[config.mk]
export PLATFORM = sky130hd
export DESIGN_NAME = otp_read_seq
export DESIGN_NICKNAME = d
export VERILOG_FILES = /design/src/rtl/otp_seq_pkg.sv /design/src/rtl/otp_hold_timer.sv /design/src/rtl/otp_seq_fsm.sv /design/src/rtl/otp_seq_pins.sv /design/src/rtl/otp_read_seq.sv
export SDC_FILE = /design/constraint.sdc
export NUM_CORES = 1
export LEC_CHECK = 0
export ABC_CLOCK_PERIOD_IN_PS = 3400
export BUFFER_PORTS_ARGS = -buffer_cell sky130_fd_sc_hd__buf_2
export CORE_MARGIN = 2
export CORE_UTILIZATION = 53
export CTS_CLUSTER_SIZE = 12
export DETAILED_ROUTE_END_ITERATION = 7
export MAX_ROUTING_LAYER = met4
export PLACE_DENSITY = 0.8
export SLEW_MARGIN = 10
export SYNTH_ARGS = -nofsm -noshare
export SYNTH_HDL_FRONTEND = slang
export SYNTH_HIERARCHICAL = 1
export SYNTH_SLANG_ARGS = --single-unit
[constraint.sdc]
create_clock -name clk -period 3.4 [get_ports clk]
set_clock_uncertainty 0.1 [all_clocks]
set_input_delay 0.17 -clock clk [delete_from_list [all_inputs] [get_ports clk]]
set_output_delay 0.17 -clock clk [all_outputs]
set_load 0.005 [all_outputs]
[src/rtl/otp_seq_pkg.sv]
package otp_seq_pkg;

  typedef enum logic [3:0] {
    ST_IDLE,
    ST_WAKE,
    ST_REPAIR,
    ST_ENABLE,
    ST_ADDR,
    ST_CLK_HI,
    ST_CLK_LO,
    ST_DROP_EN,
    ST_DROP_REP,
    ST_SLEEP,
    ST_DONE
  } seq_state_e;

endpackage

[src/rtl/otp_hold_timer.sv]
module otp_hold_timer #(
  parameter int CNT_W = 4
) (
  input  logic             clk,
  input  logic             rst,
  input  logic             load_i,
  input  logic [CNT_W-1:0] load_val_i,
  output logic             expired_o
);

  logic [CNT_W-1:0] cnt_q;

  always_ff @(posedge clk) begin
    if (rst) begin
      cnt_q <= '0;
    end else if (load_i) begin
      cnt_q <= load_val_i;
    end else if (cnt_q != '0) begin
      cnt_q <= cnt_q - 1'b1;
    end
  end

  assign expired_o = (cnt_q == '0);

endmodule

[src/rtl/otp_seq_fsm.sv]
module otp_seq_fsm
  import otp_seq_pkg::*;
#(
  parameter int HOLD_HI = 4,
  parameter int HOLD_LO = 4,
  parameter int CNT_W   = 4
) (
  input  logic             clk,
  input  logic             rst,
  input  logic             start_i,
  input  logic             in_range_i,
  input  logic             expired_i,
  output seq_state_e       state_q_o,
  output seq_state_e       state_d_o,
  output logic             load_o,
  output logic [CNT_W-1:0] load_val_o,
  output logic             accept_o,
  output logic             reject_o
);

  localparam logic [CNT_W-1:0] HI_LOAD = CNT_W'(HOLD_HI - 1);
  localparam logic [CNT_W-1:0] LO_LOAD = CNT_W'(HOLD_LO - 1);

  seq_state_e state_q, state_d;

  always_comb begin
    state_d    = state_q;
    load_o     = 1'b0;
    load_val_o = '0;
    accept_o   = 1'b0;
    reject_o   = 1'b0;
    case (state_q)
      ST_IDLE: begin
        if (start_i) begin
          if (in_range_i) begin
            state_d  = ST_WAKE;
            accept_o = 1'b1;
          end else begin
            reject_o = 1'b1;
          end
        end
      end
      ST_WAKE:   state_d = ST_REPAIR;
      ST_REPAIR: state_d = ST_ENABLE;
      ST_ENABLE: state_d = ST_ADDR;
      ST_ADDR: begin
        state_d    = ST_CLK_HI;
        load_o     = 1'b1;
        load_val_o = HI_LOAD;
      end
      ST_CLK_HI: begin
        if (expired_i) begin
          state_d    = ST_CLK_LO;
          load_o     = 1'b1;
          load_val_o = LO_LOAD;
        end
      end
      ST_CLK_LO: begin
        if (expired_i) state_d = ST_DROP_EN;
      end
      ST_DROP_EN:  state_d = ST_DROP_REP;
      ST_DROP_REP: state_d = ST_SLEEP;
      ST_SLEEP:    state_d = ST_DONE;
      ST_DONE:     state_d = ST_IDLE;
      default:     state_d = ST_IDLE;
    endcase
  end

  always_ff @(posedge clk) begin
    if (rst) state_q <= ST_IDLE;
    else     state_q <= state_d;
  end

  assign state_q_o = state_q;
  assign state_d_o = state_d;

endmodule

[src/rtl/otp_seq_pins.sv]
module otp_seq_pins
  import otp_seq_pkg::*;
#(
  parameter int ADDR_W = 12,
  parameter int DATA_W = 32
) (
  input  logic              clk,
  input  logic              rst,
  input  seq_state_e        state_q_i,
  input  seq_state_e        state_d_i,
  input  logic              accept_i,
  input  logic              reject_i,
  input  logic [ADDR_W-1:0] addr_i,
  input  logic [DATA_W-1:0] fuse_rdata_i,
  output logic              busy_o,
  output logic              done_o,
  output logic              error_o,
  output logic [DATA_W-1:0] data_o,
  output logic              fuse_standby_n_o,
  output logic              fuse_repair_o,
  output logic              fuse_en_o,
  output logic [ADDR_W-1:0] fuse_addr_o,
  output logic              fuse_clk_o
);

  logic [ADDR_W-1:0] addr_q;
  logic [DATA_W-1:0] cap_q;
  logic              capture;

  assign capture = (state_q_i == ST_CLK_LO) && (state_d_i == ST_DROP_EN);

  always_ff @(posedge clk) begin
    if (rst) begin
      addr_q <= '0;
      cap_q  <= '0;
    end else begin
      if (accept_i) addr_q <= addr_i;
      if (capture)  cap_q  <= fuse_rdata_i;
    end
  end

  // Every pin level is registered from the next state, so pins change
  // exactly on the edge where the sequence enters a step.
  always_ff @(posedge clk) begin
    if (rst) begin
      busy_o           <= 1'b0;
      done_o           <= 1'b0;
      error_o          <= 1'b0;
      data_o           <= '0;
      fuse_standby_n_o <= 1'b0;
      fuse_repair_o    <= 1'b0;
      fuse_en_o        <= 1'b0;
      fuse_addr_o      <= '0;
      fuse_clk_o       <= 1'b0;
    end else begin
      busy_o           <= (state_d_i != ST_IDLE);
      done_o           <= (state_d_i == ST_DONE);
      error_o          <= reject_i;
      fuse_standby_n_o <= state_d_i inside {[ST_WAKE:ST_DROP_REP]};
      fuse_repair_o    <= state_d_i inside {[ST_REPAIR:ST_DROP_EN]};
      fuse_en_o        <= state_d_i inside {[ST_ENABLE:ST_CLK_LO]};
      fuse_addr_o      <= (state_d_i inside {[ST_ADDR:ST_CLK_LO]}) ? addr_q : '0;
      fuse_clk_o       <= (state_d_i == ST_CLK_HI);
      if (state_d_i == ST_DONE) data_o <= cap_q;
    end
  end

endmodule

[src/rtl/otp_read_seq.sv]
module otp_read_seq #(
  parameter int WORDS   = 4096,
  parameter int IDX_W   = 16,
  parameter int DATA_W  = 32,
  parameter int HOLD_HI = 4,
  parameter int HOLD_LO = 4
) (
  input  logic                    clk,
  input  logic                    rst,
  input  logic                    start_i,
  input  logic [IDX_W-1:0]        index_i,
  output logic                    busy_o,
  output logic                    done_o,
  output logic                    error_o,
  output logic [DATA_W-1:0]       data_o,
  output logic                    fuse_standby_n_o,
  output logic                    fuse_repair_o,
  output logic                    fuse_en_o,
  output logic [$clog2(WORDS)-1:0] fuse_addr_o,
  output logic                    fuse_clk_o,
  input  logic [DATA_W-1:0]       fuse_rdata_i,
  output logic                    fuse_prog_o,
  output logic                    fuse_we_o,
  output logic                    fuse_test_o
);

  import otp_seq_pkg::*;

  localparam int ADDR_W   = $clog2(WORDS);
  localparam int MAX_HOLD = (HOLD_HI > HOLD_LO) ? HOLD_HI : HOLD_LO;
  localparam int CNT_W    = (MAX_HOLD > 1) ? $clog2(MAX_HOLD) : 1;

  seq_state_e       state_q, state_d;
  logic             load, expired, accept, reject, in_range;
  logic [CNT_W-1:0] load_val;

  assign in_range = ({1'b0, index_i} < (IDX_W + 1)'(WORDS));

  otp_seq_fsm #(
    .HOLD_HI (HOLD_HI),
    .HOLD_LO (HOLD_LO),
    .CNT_W   (CNT_W)
  ) u_fsm (
    .clk        (clk),
    .rst        (rst),
    .start_i    (start_i),
    .in_range_i (in_range),
    .expired_i  (expired),
    .state_q_o  (state_q),
    .state_d_o  (state_d),
    .load_o     (load),
    .load_val_o (load_val),
    .accept_o   (accept),
    .reject_o   (reject)
  );

  otp_hold_timer #(
    .CNT_W (CNT_W)
  ) u_timer (
    .clk        (clk),
    .rst        (rst),
    .load_i     (load),
    .load_val_i (load_val),
    .expired_o  (expired)
  );

  otp_seq_pins #(
    .ADDR_W (ADDR_W),
    .DATA_W (DATA_W)
  ) u_pins (
    .clk              (clk),
    .rst              (rst),
    .state_q_i        (state_q),
    .state_d_i        (state_d),
    .accept_i         (accept),
    .reject_i         (reject),
    .addr_i           (index_i[ADDR_W-1:0]),
    .fuse_rdata_i     (fuse_rdata_i),
    .busy_o           (busy_o),
    .done_o           (done_o),
    .error_o          (error_o),
    .data_o           (data_o),
    .fuse_standby_n_o (fuse_standby_n_o),
    .fuse_repair_o    (fuse_repair_o),
    .fuse_en_o        (fuse_en_o),
    .fuse_addr_o      (fuse_addr_o),
    .fuse_clk_o       (fuse_clk_o)
  );

  // Programming and test controls are never exercised by a read.
  assign fuse_prog_o = 1'b0;
  assign fuse_we_o   = 1'b0;
  assign fuse_test_o = 1'b0;

endmodule

==> key figures, run 1 <==
Global route
  – GR Overflow Total: 0
  – First-pass GRT wire length: 14200 um
  – Largest net degree at the start of global routing: 52
  – Antenna violations before repair: 0
  – Global Route Usage Sum: 0.217
  – Vias in the first global route: a little over 3k

Setup path
  – Instance count on the critical path: 9
  – Crit-path max FO: 32
  – Worst Path Buf+Inv: 2
  – R2r worst-path depth: 9
  – Crit-path leading delay family: simple AND/OR/NAND/NOR gates
  – Slowest stage delay, CP: approximately 0.47 ns
  – Crit path kind: register to register
  – FF-to-FF setup slack: 0.82 ns
  – Crit-path slowest cell: buf_4
  – Worst Setup SP: u_timer/cnt_q[0]$_SDFFE_PP0P_
  – R2R Path Start: u_timer/cnt_q[0]$_SDFFE_PP0P_
  – Critical path required time: 3.58 ns
  – Nature of the critical path endpoint: register
  – Worst R2R End: u_pins/cap_q[14]$_SDFFE_PP0P_
  – Worst setup endpoint: u_pins/cap_q[14]$_SDFFE_PP0P_
  – Nature of the critical path startpoint: register
  – Crit-path cells: inv_1, ha_1, nor4b_1, a31oi_1, nand3_1, nand2_1, nor3_4, buf_4, mux2i_1
  – Arrival time at the worst endpoint: roughly 2.8 ns

Logic synthesis
  – Sequential share of the synthesized area: 0.511
  – Most frequent cell after synthesis: dfxtp_1
  – Ys async rst share: 0
  – Post-synthesis cell area: a little under 0.004 mm^2
  – Largest area contributor in the netlist: dfxtp_1
  – Mean Syn Cell Area: between 9 and 10 um^2
  – Number of synthesis warnings: 6
  – Top cell type's share of synthesized area: 0.511
  – Top_reg_cell synth: dfxtp_1
  – Synth Register Bits: 101
  – Most frequent cells after synthesis: 101 x dfxtp_1, 71 x nand2_1, 65 x nand2b_1
  – Post-synth cell types: 42
  – Number of enable flip-flop cells after synthesis: 0
  – Post-Syn Instances: 420
  – Top post-synthesis cells by area: dfxtp_1 51%, mux2i_1 11%, nand2b_1 10%

Routing
  – Via density: a little under 5
  – Via count: 3189
  – Final wirelength: 8500 um
  – Routed len/inst: 13.0 um
  – Post-DRT Antenna Nets: 0
  – Drt pass-1 iters: 4
  – Drt first-iter violations: between 150 and 200
  – DRC: 0

Floorplanning
  – Io pins: approximately 110
  – Rows: 31
  – Die Span X: 90.4 um
  – Initial core utilization: 0.546
  – Die height: about 90 um
  – Die area: 0.00818 mm^2
  – Core area: ~0.0073 mm^2

Min path
  – HP Start: start_i
  – Type of the tightest min-delay check: input port to register

STA
  – Max-slew headroom: 0.539
  – RSZ-0062 raised after global routing: no
  – Final number of setup-violating endpoints: 0
  – Final period util: 0.760
  – Tmin final: about 2.6 ns
  – FMAX: about 0.39 GHz
  – Final Max Slew Viols: 0
  – Worst setup margin: just over 0.8 ns
  – Worst-Margin Slew: between 0.6 and 0.7 ns
  – Final hold vios: 0
  – Total negative slack: 0 ns

Layout
  – Number of diodes: 0
  – # nets final: approximately 600
  – Area growth syn-to-layout: 29.2%
  – Multi-input logic area: around 0.0018 mm^2
  – Total area of sequential cells: 0.00202 mm^2
  – Final std cells w/o fill: approximately 660
  – Share of post-route cells with drive strength above 1: 0.235
  – Fillers: ~550

CTS
  – Clock buffer count from CTS: 9
  – Post-CTS Setup Repair Bufs: 0
  – CTS tree: done
  – Root Buffer: clkbuf_8
  – Later-pin clock latency in the skew report: 0.36 ns
  – Max clock buf depth: 2
  – PostCTS Resize Cnt: 0
  – CTS clk-pin slew, worst paths: approximately 0.080 ns
  – H-Tree Depth: 3
  – # clock sinks: 101

Placed design
  – Worst slack, placed: about 0.84 ns
  – Port bufs: roughly 100
  – GP Congestion: between 0.8 and 0.9
  – Half-perimeter wire length after placement: between 5000 and 6000 um
  – Placed Cells: roughly 600

Pwr
  – Pwr Density: 417 mW/mm^2
  – Leakage power: 2.09 nW
  – Peak VDD IR: 0.217 mV

Run status
  – Status: finished, final reports clean

Flow run
  – Max-cap violations: 0
## tightest hold or removal path, delay by kind of cell
family | cells | cell delay (ns)
and+or+nand+nor | 3 | 0.21
buffers and inverters | 1 | 0.11
## power by group
group	internal (mW)	switching, mW	total (mW)
registers	1.20	0.00732	1.20
logic	0.109	0.0857	0.195
clock network	0.359	0.376	0.735
## through the flow
step,total power [mW],hold WS (ns),cell area (um^2),util
detailed placement,1.39,0.323,4480,0.618
finish,2.13,0.0781,5110,0.705
CTS,2.15,0.0675,5110,0.705
global placement,1.38,0.309,4480,0.618
floorplan,1.33,0.132,3970,-
global route,2.23,0.0998,5110,0.705
## how the worst min path moves through the flow
stage	to	cells after the start
6_report	u_pins/error_o$_SDFF_PP0_	4
5_1_grt	u_fsm/state_q_o[0]$_SDFF_PP0_	4
4_1_cts	u_pins/error_o$_SDFF_PP0_	4
3_5_place_dp	u_pins/addr_q[10]$_SDFFE_PP0P_	3
3_3_place_gp	u_pins/addr_q[7]$_SDFFE_PP0P_	3
2_1_floorplan	u_fsm/state_q_o[3]$_SDFF_PP0_	1
## layout make-up
class                   instances  share of cell area
flip-flops and latches        101               0.395
clock buffers                  12              0.0284
repair buffers                151               0.194
clock inverters                 4             0.00930
multi-input cells             283               0.345
inverters                       6             0.00440
well taps                      99              0.0242
## timing repair
| item | CTS | global route |
|---|---|---|
| hold buffers | 44 | 0 |
| endpoints found under the hold margin | 44 | 0 |
| setup endpoints to repair | 0 | 0 |
## cells in the final DEF, fill, tap and decap left out, types with 2 or more instances in the layout
| master | Yosys | routed |
|---|---|---|
| nor2_1 | 19 | 19 |
| nor4b_1 | 2 | 2 |
| xor2_1 | 2 | 2 |
| clkinv_2 | 0 | 2 |
| dlygate4sd3_1 | 0 | 44 |
| nand3_1 | 2 | 2 |
| dfxtp_1 | 101 | 101 |
| nand2b_1 | 65 | 65 |
| nand3b_1 | 2 | 2 |
| buf_2 | 0 | 101 |
| and2_1 | 12 | 12 |
| clkbuf_8 | 0 | 10 |
| clkbuf_1 | 22 | 2 |
| nor2b_1 | 2 | 2 |
| nand2_1 | 71 | 71 |
| nor3_1 | 3 | 3 |
| mux2i_1 | 44 | 44 |
| conb_1 | 1 | 3 |
| a31oi_1 | 3 | 3 |
| buf_4 | 5 | 6 |
| inv_1 | 5 | 5 |
| a21oi_1 | 33 | 33 |
## cell families after synthesis
family / after synthesis / share of synthesized area
buffers and inverters: 38 / 0.0512
AOI/OAI and AO/OA: 43 / 0.0635
DFF: 101 / 0.511
muxes: 44 / 0.111
xor gates and xnor gates: 3 / 0.00664
adders and majority gates: 1 / 0.00316
other: 1 / 0.000947
and+or+nand+nor: 189 / 0.253
## per-layer routing
metal,vias up,global-route usage,share of wire
met5,-,-,0
met2,89,0.359,0.50
met4,0,0.0846,0.0082
li1,1620,-,-
met1,1472,0.265,0.45
met3,8,0.0409,0.048
## registers in the layout, indices dropped and copies added (netlist names)
signal / count
u_pins/done_o: 1
u_pins/fuse_standby_n_o: 1
u_pins/addr_q: 12
u_pins/fuse_en_o: 1
u_pins/fuse_repair_o: 1
u_pins/busy_o: 1
u_pins/data_o: 32
u_fsm/state_q_o: 4
u_timer/cnt_q: 2
u_pins/fuse_addr_o: 12
u_pins/fuse_clk_o: 1
u_pins/error_o: 1
u_pins/cap_q: 32
Note: power is estimated with default switching activity, not from simulation.
==> run 2, diff against run 1 <==
Settings changed: ABC_CLOCK_PERIOD_IN_PS 3400 to 2400, CORE_UTILIZATION 53 to 52, PLACE_DENSITY 0.8 to 0.79.
Clock period 3.4 ns to 2.4 ns, I/O delays scaled along.
==> run 2 against run 1 <==
- via count up 3.3%
- maximum frequency up 15%
- routed wire length up 8.6%
- largest power group unchanged
- power up 45%
- first-iteration DRC count down 1.2%
- die area up 1.8%
- register-to-register slack worse by 0.66 ns
- clock power up 48%
- combinational power up 53%
==> key figures, run 2 (synthesis results as in run 1) <==
Setup path
  – Crit path kind: register to register
  – Nature of the critical path endpoint: register
  – Slowest stage delay, CP: 0.55 ns (+0.08 ns)
  – Critical path required time: 2.58 ns (-1.00 ns)
  – Crit-path leading delay family: simple AND/OR/NAND/NOR gates
  – Worst Path Buf+Inv: 2 (unchanged)
  – Crit-path cells: nor2_1, nand2_1, nand2_1, or4b_4, nor3_4, buf_4, clkbuf_16, mux2i_1
  – Arrival time at the worst endpoint: 2.42 ns (-0.34 ns)
  – Nature of the critical path startpoint: register
  – Crit-path max FO: 16 (-50%)
  – Most used cell, CP: nand2_1
  – Crit-path slowest cell: or4b_4

STA
  – Tmin final: 2.25 ns (-0.338 ns)
  – Final Max Slew Viols: 0 (unchanged)
  – Max-slew headroom: 0.579 (+0.0397)
  – Worst setup margin: 0.154 ns (-0.662 ns)
  – Worst-Margin Slew: 0.631 ns (-0.0602 ns)
  – Final period util: 0.936 (+0.176)
  – FMAX: 0.445 GHz (+15%)
  – Total negative slack: 0 ns (unchanged)
  – Final hold vios: 0 (unchanged)
  – Worst hold margin: 0.0205 ns (-0.0576 ns)
  – Final number of setup-violating endpoints: 0 (unchanged)

Layout
  – Most common cell after layout, fill and taps aside: buf_2
  – Top flop regs: u_pins/cap_q: 32 flops, u_pins/data_o: 32 flops
  – Multi-input logic area: 0.00178 mm^2 (+0.71%)
  – Total area of sequential cells: 0.00202 mm^2 (+0.12%)
  – # nets final: 615 (+1.8%)
  – Share of post-route cells with drive strength above 1: 0.259 (+0.0236)
  – Area growth syn-to-layout: 34.3%
  – Number of diodes: 0 (unchanged)
  – Fillers: 518 (-5.5%)
  – Most frequent cells in the layout: 101 x buf_2, 99 x dfxtp_1, 71 x nand2_1, 65 x nand2b_1

Floorplanning
  – Io pins: 105 (unchanged)
  – Die Span X: 91.3 um (+0.91%)
  – Rows: 31 (unchanged)
  – Die height: 91.3 um (+0.91%)
  – Core area: 0.00733 mm^2 (+1.1%)
  – Initial core utilization: 0.540 (-0.00578)
  – Die area: 0.00833 mm^2 (+1.8%)

Global route
  – Antenna violations before repair: 0 (unchanged)
  – Vias in the first global route: 3154 (+1.3%)
  – Global Route Usage Sum: 0.221 (+0.00330)
  – GR Overflow Total: 0 (unchanged)
  – First-pass GRT wire length: 14400 um (+2.0%)
  – Largest net degree at the start of global routing: 57 (+9.6%)

Flow run
  – Max-cap violations: 0 (unchanged)

CTS
  – Clock buffer count from CTS: 9 (unchanged)
  – # clock sinks: 101 (unchanged)
  – Max clock buf depth: 2 (unchanged)
  – CTS tree: done
  – Later-pin clock latency in the skew report: 0.35 ns (about the same)
  – CTS clk-pin slew, worst paths: 0.09 ns (about the same)
  – H-Tree Depth: 3 (unchanged)
  – Root Buffer: clkbuf_8

Routing
  – Via density: 4.94 (+1.6%)
  – Routed len/inst: 13.8 um (+6.8%)
  – Via count: 3294 (+3.3%)
  – DRC: 0 (unchanged)
  – Final wirelength: 9230 um (+8.6%)
  – Drt first-iter violations: 165 (-1.2%)
  – Post-DRT Antenna Nets: 0 (unchanged)
  – Drt pass-1 iters: 6 (+2)

Placed design
  – Port bufs: 101 (unchanged)
  – Half-perimeter wire length after placement: 5370 um (+1.5%)
  – Worst slack, placed: 0.162 ns (-0.677 ns)
  – GP Congestion: 0.738 (-13%)

Run status
  – Status: finished, final reports clean

Pwr
  – Final Power: 3.09 mW (+45%)
  – Leakage power: 2.18 nW (+4.5%)
  – Peak VDD IR: 0.355 mV (+64%)
  – Pwr Density: 581 mW/mm^2 (+39%)

Min path
  – Type of the tightest min-delay check: input port to register
## run 2: changes by cell type in the layout (fill, tap and decap cells not counted), sizes merged
cell / delta
clkinvlp: +1
buf: +8
clkbuf: +2
## run 2: layout make-up
type                            instances  area share
Multi-Input combinational cell        283       0.334
Sequential cell                       101       0.381
Inverter                                6     0.00423
Clock buffer                           11      0.0285
Tap cell                               99      0.0233
Clock inverter                          5      0.0111
Timing Repair Buffer                  162       0.219
## run 2: final timing paths
path                                                      from                        endpoint  slack (ns)  cells after the start
worst max-delay path             u_fsm/state_q_o[2]$_SDFF_PP0_    u_pins/cap_q[2]$_SDFFE_PP0P_        0.15                      8
worst max register to register   u_fsm/state_q_o[2]$_SDFF_PP0_    u_pins/cap_q[2]$_SDFFE_PP0P_        0.15                      8
worst min register to register  u_pins/data_o[27]$_SDFFE_PP0P_  u_pins/data_o[27]$_SDFFE_PP0P_        0.35                      2
worst min-delay path                                   start_i       u_pins/error_o$_SDFF_PP0_        0.02                      4
## run 2: per-stage QoR
step                cell area (um^2)   util  std cells
detailed placement              4550  0.621        600
CTS                             5200  0.709        660
finish                          5320  0.726        667
global placement                4550  0.621        600
global route                    5320  0.726        667
floorplan                       3970      -        422
## run 2: timing repair
item	CTS	global route
buffers inserted	0	4
endpoints found under the hold margin	44	0
hold buffers	44	0
resized for setup	0	4
setup endpoints to repair	0	62
## run 2: routing by layer
metal  share of wire  track usage  vias to the layer above
met5               0            -                        -
met4           0.011       0.0669                        0
met3           0.045       0.0415                       10
met2            0.50        0.383                      114
met1            0.44        0.260                     1524
li1                -            -                     1646
## run 2: worst min-delay path: cells and delay by family
| kind | cells | cell delay (ns) |
|---|---|---|
| buffers and inverters | 1 | 0.10 |
| AND/OR/NAND/NOR | 3 | 0.21 |
## run 2: power by group
part / total [mW] / leakage [nW] / switching (mW) / internal, mW
clock network: 1.09 / 0.102 / 0.548 / 0.539
logic: 0.299 / 1.27 / 0.129 / 0.170
registers: 1.71 / 0.815 / 0.0111 / 1.70
==> run 3, diff against run 2 <==
Settings changed: CORE_ASPECT_RATIO set to 1.4.
==> run 3 against run 2 <==
- hold slack worse by 0.0033 ns
- die area is 0.12% higher
- first-iteration DRC count is 41% lower
- non-clock buffer count is 6 lower
- utilization is 1.1 points lower
- cell count is 1.3% lower
- register-to-register slack worse by 0.06 ns
- global-route usage is 0.77 points lower
- power is 1.7% lower
- routed wire length is 6.8% lower
- sequential share of layout area is 0.46 points higher
- largest power group unchanged
- highest routed layer unchanged
==> key figures, run 3 (synthesis results as in run 1) <==
CTS
  – CTS clk-pin slew, worst paths: 0.09 ns (about the same)
  – # clock sinks: 101 (unchanged)
  – Clock buffer count from CTS: 9 (unchanged)
  – Root Buffer: clkbuf_8
  – CTS tree: done
  – Later-pin clock latency in the skew report: 0.36 ns (about the same)
  – Max clock buf depth: 2 (unchanged)
  – H-Tree Depth: 3 (unchanged)
  – Post-CTS Setup Repair Bufs: 0 (unchanged)

Setup path
  – R2r worst-path depth: 9 (+1)
  – Crit-path cells: inv_1, ha_4, nand2b_1, a211o_1, nand2_2, nand2_2, nor3_4, clkbuf_16, mux2i_1
  – Worst setup endpoint: u_pins/cap_q[0]$_SDFFE_PP0P_
  – Critical path required time: 2.59 ns (about the same)
  – Crit path kind: register to register
  – R2R Path Start: u_timer/cnt_q[0]$_SDFFE_PP0P_
  – Crit-path slowest cell: nor3_4
  – Nature of the critical path startpoint: register
  – Worst Setup SP: u_timer/cnt_q[0]$_SDFFE_PP0P_
  – Most used cell, CP: nand2_2
  – Worst R2R End: u_pins/cap_q[0]$_SDFFE_PP0P_
  – Slowest stage delay, CP: 0.41 ns (-0.14 ns)
  – Nature of the critical path endpoint: register
  – FF-to-FF setup slack: 0.1 ns (-0.06 ns)
  – Arrival time at the worst endpoint: 2.49 ns (+0.07 ns)
  – Crit-path max FO: 8 (-8)

Floorplanning
  – Rows: 37 (+19%)
  – Initial core utilization: 0.538 (-0.00220)
  – Die Span X: 77.8 um (-15%)
  – Io pins: 105 (unchanged)
  – Die area: 0.00834 mm^2 (+0.12%)
  – Die height: 107 um (+18%)
  – Core area: 0.00736 mm^2 (+0.41%)

Routing
  – Drt first-iter violations: 97 (-41%)
  – Drt pass-1 iters: 4 (-2)
  – Final wirelength: 8600 um (-6.8%)
  – DRC: 0 (unchanged)
  – Routed len/inst: 13.1 um (-5.5%)
  – Via density: 4.91 (-0.57%)
  – Via count: 3231 (-1.9%)
  – Post-DRT Antenna Nets: 0 (unchanged)

Layout
  – Top flop regs: u_pins/cap_q: 32 flops, u_pins/data_o: 32 flops
  – Area growth syn-to-layout: 32.8%
  – Share of post-route cells with drive strength above 1: 0.255 (-0.00390)
  – Number of diodes: 0 (unchanged)
  – Most frequent cells in the layout: 101 x buf_2, 98 x dfxtp_1, 69 x nand2_1, 65 x nand2b_1, 46 x dlygate4sd3_1
  – # nets final: 609 (-0.98%)
  – Most common cell after layout, fill and taps aside: buf_2

STA
  – Tmin final: 2.30 ns (+0.0554 ns)
  – Final number of setup-violating endpoints: 0 (unchanged)
  – Final hold vios: 0 (unchanged)
  – FMAX: 0.435 GHz (-2.4%)
  – Total negative slack: 0 ns (unchanged)
  – RSZ-0062 raised after global routing: no
  – Final Max Slew Viols: 0 (unchanged)
  – Worst-Margin Slew: 0.719 ns (+0.0876 ns)
  – Max-slew headroom: 0.521 (-0.0580)
  – Final period util: 0.959 (+0.0231)

Min path
  – Type of the tightest min-delay check: input port to register

Placed design
  – Half-perimeter wire length after placement: 5020 um (-6.5%)
  – Port bufs: 101 (unchanged)
  – GP Congestion: 0.800 (+8.4%)

Pwr
  – Leakage power: 2.14 nW (-1.8%)
  – Pwr Density: 578 mW/mm^2 (-0.57%)
  – Final Power: 3.04 mW (-1.7%)
  – Peak VDD IR: 0.552 mV (+55%)

Flow run
  – Max-cap violations: 0 (unchanged)

Global route
  – GR Overflow Total: 0 (unchanged)
  – Vias in the first global route: 3135 (-0.60%)
  – Largest net degree at the start of global routing: 94 (+65%)
  – Global Route Usage Sum: 0.213 (-0.00772)
  – First-pass GRT wire length: 13700 um (-5.1%)
  – Antenna violations before repair: 0 (unchanged)

Run status
  – Status: finished, final reports clean
-- run 3: per-stage QoR --
stage                     instances  cell area, um^2  hold WS (ns)  worst slack [ns]  utilization
final                           658             5260        0.0172            0.0990        0.715
after global routing            658             5260        0.0665          0.000610        0.715
after CTS                       657             5210       0.00265            0.0154        0.708
after detailed placement        595             4520         0.267            0.0218        0.615
after global placement          595             4520         0.260             0.153        0.615
after floorplan                 422             3970        0.0824             0.158            -
-- run 3: critical path, delay by kind of cell, from the launching register on --
| family | cells | cell delay, ns |
|---|---|---|
| and+or+nand+nor | 4 | 0.75 |
| AOI/OAI and AO/OA | 1 | 0.32 |
| DFF | 1 | 0.33 |
| adders and majority gates | 1 | 0.19 |
| muxes | 1 | 0.19 |
| buffers and inverters | 2 | 0.35 |
-- run 3: worst min-delay path by stage --
stage | start | to | slack [ns] | cells after the start
finish | index_i[12] | u_pins/error_o$_SDFF_PP0_ | 0.02 | 4
global route | index_i[12] | u_pins/error_o$_SDFF_PP0_ | 0.07 | 4
CTS | index_i[12] | u_pins/error_o$_SDFF_PP0_ | 0.003 | 4
detailed placement | index_i[7] | u_pins/addr_q[7]$_SDFFE_PP0P_ | 0.27 | 3
global placement | index_i[2] | u_pins/addr_q[2]$_SDFFE_PP0P_ | 0.26 | 3
floorplan | rst | u_fsm/state_q_o[3]$_SDFF_PP0_ | 0.08 | 1
-- run 3: repair_timing --
action,in CTS,in global routing
gates cloned,1,1
setup endpoints to repair,3,32
endpoints found under the hold margin,46,0
gates resized for setup,2,9
pin swaps,0,2
hold buffers,46,0
-- run 3: layout make-up --
type                    instances  area [um^2]
fillers                       550         2100
flip-flops and latches        101         2030
multi-input cells             283         1790
repair buffers                156         1110
clock buffers                  10          128
well taps                      97          121
clock inverters                 5         60.1
inverters                       6         22.5
-- run 3: layer usage --
metal  share of wire  routed length, um  up-vias  global-route usage
li1                -                  -     1626                   -
met1            0.42               3610     1484               0.234
met2            0.51               4390      109               0.376
met3           0.051                442       12              0.0361
met4           0.019                162        0              0.0944
met5               0                  0        -                   -
-- run 3: power breakdown --
group | internal, mW | total [mW] | switching (mW) | leakage [nW]
sequential | 1.70 | 1.71 | 0.0110 | 0.816
combinational | 0.171 | 0.297 | 0.126 | 1.23
clock | 0.480 | 1.04 | 0.557 | 0.0927
total | 2.35 | 3.04 | 0.694 | 2.14
